$ cat config.mk
export PLATFORM = sky130hd
export DESIGN_NAME = tlc_top
export DESIGN_NICKNAME = d
export VERILOG_FILES = /design/src/rtl/tlc_pkg.sv /design/src/rtl/tlc_ctrl.sv /design/src/rtl/tlc_datapath.sv /design/src/rtl/tlc_top.sv
export SDC_FILE = /design/constraint.sdc
export NUM_CORES = 1
export LEC_CHECK = 0
export ABC_AREA = 1
export CAP_MARGIN = 20
export CORE_AREA = 2 2 39 41
export DETAILED_ROUTE_END_ITERATION = 10
export DIE_AREA = 0 0 41 43
export DONT_BUFFER_PORTS = 1
export GPL_TIMING_DRIVEN = 0
export PLACE_DENSITY = 0.3
export SKIP_LAST_GASP = 1
export SLEW_MARGIN = 15
export SYNTH_ARGS = -nofsm -noshare
export SYNTH_HDL_FRONTEND = slang
export SYNTH_SLANG_ARGS = --single-unit
$ cat constraint.sdc
create_clock -name clk -period 1.15 [get_ports clk]
set_input_delay 0.0575 -clock clk [delete_from_list [all_inputs] [get_ports clk]]
set_output_delay 0.0575 -clock clk [all_outputs]
set_load 0.005 [all_outputs]
$ cat src/rtl/tlc_pkg.sv
package tlc_pkg;
  localparam int StateW = 2;

  typedef struct packed {
    logic runEn;   // not startIn
    logic bitLo;   // current low state bit
    logic bitHi;   // current high state bit
  } ctrlStrobe_t;
endpackage

$ cat src/rtl/tlc_ctrl.sv
module tlc_ctrl
  import tlc_pkg::*;
(
  input  logic        clk,
  input  logic        rstN,
  input  logic        startIn,
  input  logic        nextLo,
  input  logic        nextHi,
  output ctrlStrobe_t strobe
);
  logic [StateW-1:0] stateQ;

  always_ff @(posedge clk or negedge rstN) begin
    if (!rstN) stateQ <= '0;
    else       stateQ <= {nextHi, nextLo};
  end

  always_comb begin
    strobe.runEn = ~startIn;
    strobe.bitLo = stateQ[0];
    strobe.bitHi = stateQ[1];
  end


  start_clear_chk: assert property (@(posedge clk) disable iff (!rstN)
    startIn |=> (stateQ == '0));
endmodule

$ cat src/rtl/tlc_datapath.sv
module tlc_datapath
  import tlc_pkg::*;
(
  input  ctrlStrobe_t strobe,
  input  logic        senseMain,
  input  logic        senseSide,
  input  logic        delayDone,
  output logic        nextLo,
  output logic        nextHi,
  output logic        redA,
  output logic        yelA,
  output logic        grnA,
  output logic        redB,
  output logic        yelB,
  output logic        grnB,
  output logic        timerKick
);
  logic holdTerm, splitTerm, busyB, kickSide, waitB, idleSide, kickIdle;

  always_comb begin
    holdTerm  = ~strobe.bitHi | ~delayDone;
    redB      = strobe.runEn & (strobe.bitLo ^ holdTerm);
    nextLo    = strobe.runEn & ~redB;
    redA      = nextLo;

    splitTerm = (senseSide & ~strobe.bitHi) | (~strobe.bitLo & strobe.bitHi);
    yelA      = redB & splitTerm;
    grnA      = redB & ~splitTerm;

    busyB     = strobe.runEn & strobe.bitLo;
    kickSide  = senseMain & ~strobe.bitHi & busyB;
    waitB     = ~delayDone & strobe.bitHi;
    yelB      = (waitB & busyB) | kickSide;
    grnB      = strobe.runEn & ~redB & ~yelB;

    nextHi    = strobe.runEn & ~grnA & ~grnB;

    idleSide  = ~strobe.bitLo & senseSide & strobe.runEn;
    kickIdle  = ~strobe.bitHi & idleSide;
    timerKick = kickIdle | kickSide;
  end
endmodule

$ cat src/rtl/tlc_top.sv
module tlc_top
  import tlc_pkg::*;
(
  input  logic clk,
  input  logic rstN,
  input  logic startIn,
  input  logic senseMain,
  input  logic senseSide,
  input  logic delayDone,
  output logic redA,
  output logic yelA,
  output logic grnA,
  output logic redB,
  output logic yelB,
  output logic grnB,
  output logic timerKick
);
  ctrlStrobe_t strobe;
  logic nextLo, nextHi;

  tlc_ctrl u_ctrl (
    .clk    (clk),
    .rstN   (rstN),
    .startIn(startIn),
    .nextLo (nextLo),
    .nextHi (nextHi),
    .strobe (strobe)
  );

  tlc_datapath u_dp (
    .strobe   (strobe),
    .senseMain(senseMain),
    .senseSide(senseSide),
    .delayDone(delayDone),
    .nextLo   (nextLo),
    .nextHi   (nextHi),
    .redA     (redA),
    .yelA     (yelA),
    .grnA     (grnA),
    .redB     (redB),
    .yelB     (yelB),
    .grnB     (grnB),
    .timerKick(timerKick)
  );


  start_quiet_chk: assert property (@(posedge clk) disable iff (!rstN)
    startIn |-> ({redA, yelA, grnA, redB, yelB, grnB, timerKick} == 7'b0));


  red_a_lo_chk: assert property (@(posedge clk) disable iff (!rstN)
    redA |=> strobe.bitLo);


  red_a_lo_clr_chk: assert property (@(posedge clk) disable iff (!rstN)
    !redA |=> !strobe.bitLo);


  green_hi_clr_chk: assert property (@(posedge clk) disable iff (!rstN)
    (grnA || grnB) |=> !strobe.bitHi);


  road_a_split_chk: assert property (@(posedge clk) disable iff (!rstN)
    (yelA || grnA) |-> (redB && $onehot0({yelA, grnA})));


  road_b_green_chk: assert property (@(posedge clk) disable iff (!rstN)
    grnB |-> (!redB && !yelB));
endmodule

==> run summary <==
critical path, cell by cell: o21ai_1 > nor2_4 > nor2_2
largest net degree at the start of global routing: 6
Clock Power Share: 42.0%
Die W: 41 um
status: complete, no violations
initial antenna violation count: 0
f_max: 899.2 MHz
Switch Pwr: 0.1305 mW
Final Hold Violating Endpoints: 0
Remaining DRCs: 0
Clock transition at path regs: 30 ps
Core Rows: 14
vias per inst: 3.900
Syn-to-layout area delta: 48.94%
Cell variety after synth: 9
Pins Over Slew Limit: 0
Skew-Pair Late Insertion Delay: 220 ps
Tmin final: 1112 ps
Synth Area per Inst: 6.083 sq um
vias in the first global route: 199
share of power burned in registers: 25.9%
final layout net count: 42
initial core utilization: 12.75%
Root Buffer Master: clkbuf_4
Worst Path Arrival: 1050 ps
Pleak: 0.1293 nW
TritonCTS clock tree: built
placed cells: 45
CTS sink count: 2
met3 global-route usage: 3.141%
I/O pins: 13
combinational power share: 32.1%
Initial DRC Count: 0
first-pass GRT wire length: 745 um
FF+latch count, synth: 2
DP Worst Slack: 217.8 ps
Seq/Total Area, Yosys: 28.37%
fin cells: 50
met1 usage: 6.731%
Worst Setup EP: grnB
CP max-delay cell: dfrtp_2
setup slack after layout: 37.93 ps
RSZ-0062 raised after global routing: yes
path type of the worst min-delay path: primary input to asynchronous set/reset pin
CTS Buf Count: 3
gp weighted congestion: 0.5830
post-route antenna net violation count: 0
total wire length: 535 um
Pint: 0.2396 mW
Worst Setup SP: u_ctrl.stateQ[1]
critical path's largest stage delay: 430 ps
post-synthesis cell area: 176.4 sq um
reg2reg start: u_ctrl.stateQ[1]
die area: 1763 sq um
share of cells above drive strength 1: 61.76%
crit-path max FO: 5
M2 GR Usage: 10.31%
Req. time, crit path: 1090 ps
FF-to-FF path depth: 6
PwrDens: 1409 nW/um^2
VDD IR max: 0.5420 mV
hpwl dp: 391.4 um
grt ovf: 0
Rel. slew slack: 85.49%
fin area: 262.8 sq um
vias: 195
Tcrit/Tclk final: 96.70%
max_cap viols: 0
Worst Tran Pin Value: 216.1 ps
Post-Route Skew: 0.2473 ps
max FFs per register: 2
IO Port Bufs: 0
synth warn: 0
Worst Setup Path Type: register to output pin
drt pass-1 iters: 1
Setup-failing EPs final: 0
Post-Syn Nets: 35
Worst R2R Setup Slack: 130 ps
Placed Area: 196.4 sq um
layer carrying the most global-route usage: met2
Routed wire per std cell: 10.70 um
H-tree levels: 1
Die Ht: 43 um
Top reg by flops: u_ctrl.stateQ
Syn Inst Count: 29
buffers from clock root to sink, at most: 2
Net Sw Frac: 35.26%
Ant. Diodes: 0
global-route usage over all layers: 7.222%
CP Launch Type: register
core box area: 1384 sq um
largest registers: u_ctrl.stateQ x2
R2R Path End: u_ctrl.stateQ[1]
Critical Path End Type: output pin
TNS Setup: 0 ps
-- placed cells by master (no fill, tap or decap) --
cell and instances:
nor2_2 2, nand2_1 4, nor2_4 2, inv_2 5, dfrtp_1 1, o21ai_1 2, clkbuf_4 3, dfrtp_2 1
buf_4 1, nand2_2 5, dlygate4sd3_1 1, nand3_1 2, nand3_2 2, inv_1 3
-- logic make-up (layout without fill, tap and decap cells) --
logic type / Yosys count / after routing / synth area share [%]
AOI/OAI and AO/OA: 2 / 2 / 5.674
buffers and inverters: 8 / 13 / 17.02
DFF: 2 / 2 / 28.37
and+or+nand+nor: 17 / 17 / 48.93
-- Yosys cell counts --
master   n  area [sq um]
dfrtp_1  2         50.05
inv_1    5         18.77
inv_2    3         11.26
nand2_1  9         33.78
nand3_1  4         20.02
nor2_1   1         3.750
nor2_2   1         6.260
nor2_4   2         22.52
o21ai_1  2         10.01
-- cell type report --
class	instances	area, sq um
fillers	171	1121
multi-input cells	19	121.4
flip-flops and latches	2	51.30
inverters	8	30.03
clock buffers	3	22.52
well taps	16	20.02
repair buffers	2	17.52
-- worst min-delay path by stage --
stage                     start                to  slack [ps]  cells past startpoint
after detailed placement   rstN  u_ctrl.stateQ[0]        -240                      0
after global routing       rstN  u_ctrl.stateQ[1]          60                      1
after floorplan            rstN  u_ctrl.stateQ[0]        -240                      0
after CTS                  rstN  u_ctrl.stateQ[1]          50                      1
after global placement     rstN  u_ctrl.stateQ[0]        -240                      0
final                      rstN  u_ctrl.stateQ[1]          70                      1
-- critical path, delay by kind of cell (launching register included) --
family | cells | cell delay (ps)
DFF | 1 | 430
AOI/OAI and AO/OA | 1 | 230
and+or+nand+nor | 2 | 170
-- per-layer routing --
layer | up-vias | part of all wire, %
li1 | 96 | -
met1 | 91 | 36
met2 | 8 | 55
met3 | 0 | 9.3
met4 | 0 | 0
met5 | - | 0
-- per-stage QoR --
| step | total power [mW] | util [%] | hold WS (ps) |
|---|---|---|---|
| global route | 0.4034 | 18.99 | 57.25 |
| floorplan | 0.1624 | - | -238.1 |
| CTS | 0.3563 | 16.91 | 49.42 |
| detailed placement | 0.1790 | 14.20 | -238.0 |
| finish | 0.3702 | 18.99 | 65.29 |
| global placement | 0.1774 | 14.20 | -238.0 |
-- power groups by stage --
stage	Clock (mW)	Combinational, mW	Sequential, mW
final	0.156	0.119	0.0958
after global routing	0.175	0.131	0.0979
after CTS	0.170	0.0948	0.0915
after detailed placement	0	0.0867	0.0923
after global placement	0	0.0860	0.0914
after floorplan	0	0.0731	0.0894
-- repair_timing --
action | CTS | global route
endpoints found under the hold margin | 2 | 0
endpoints found under the setup margin | 1 | 5
gates resized for setup | 1 | 10
setup buffers | 0 | 1
hold buffers | 1 | 0
pin swaps | 0 | 2
Note: power is estimated with default switching activity, not from simulation.
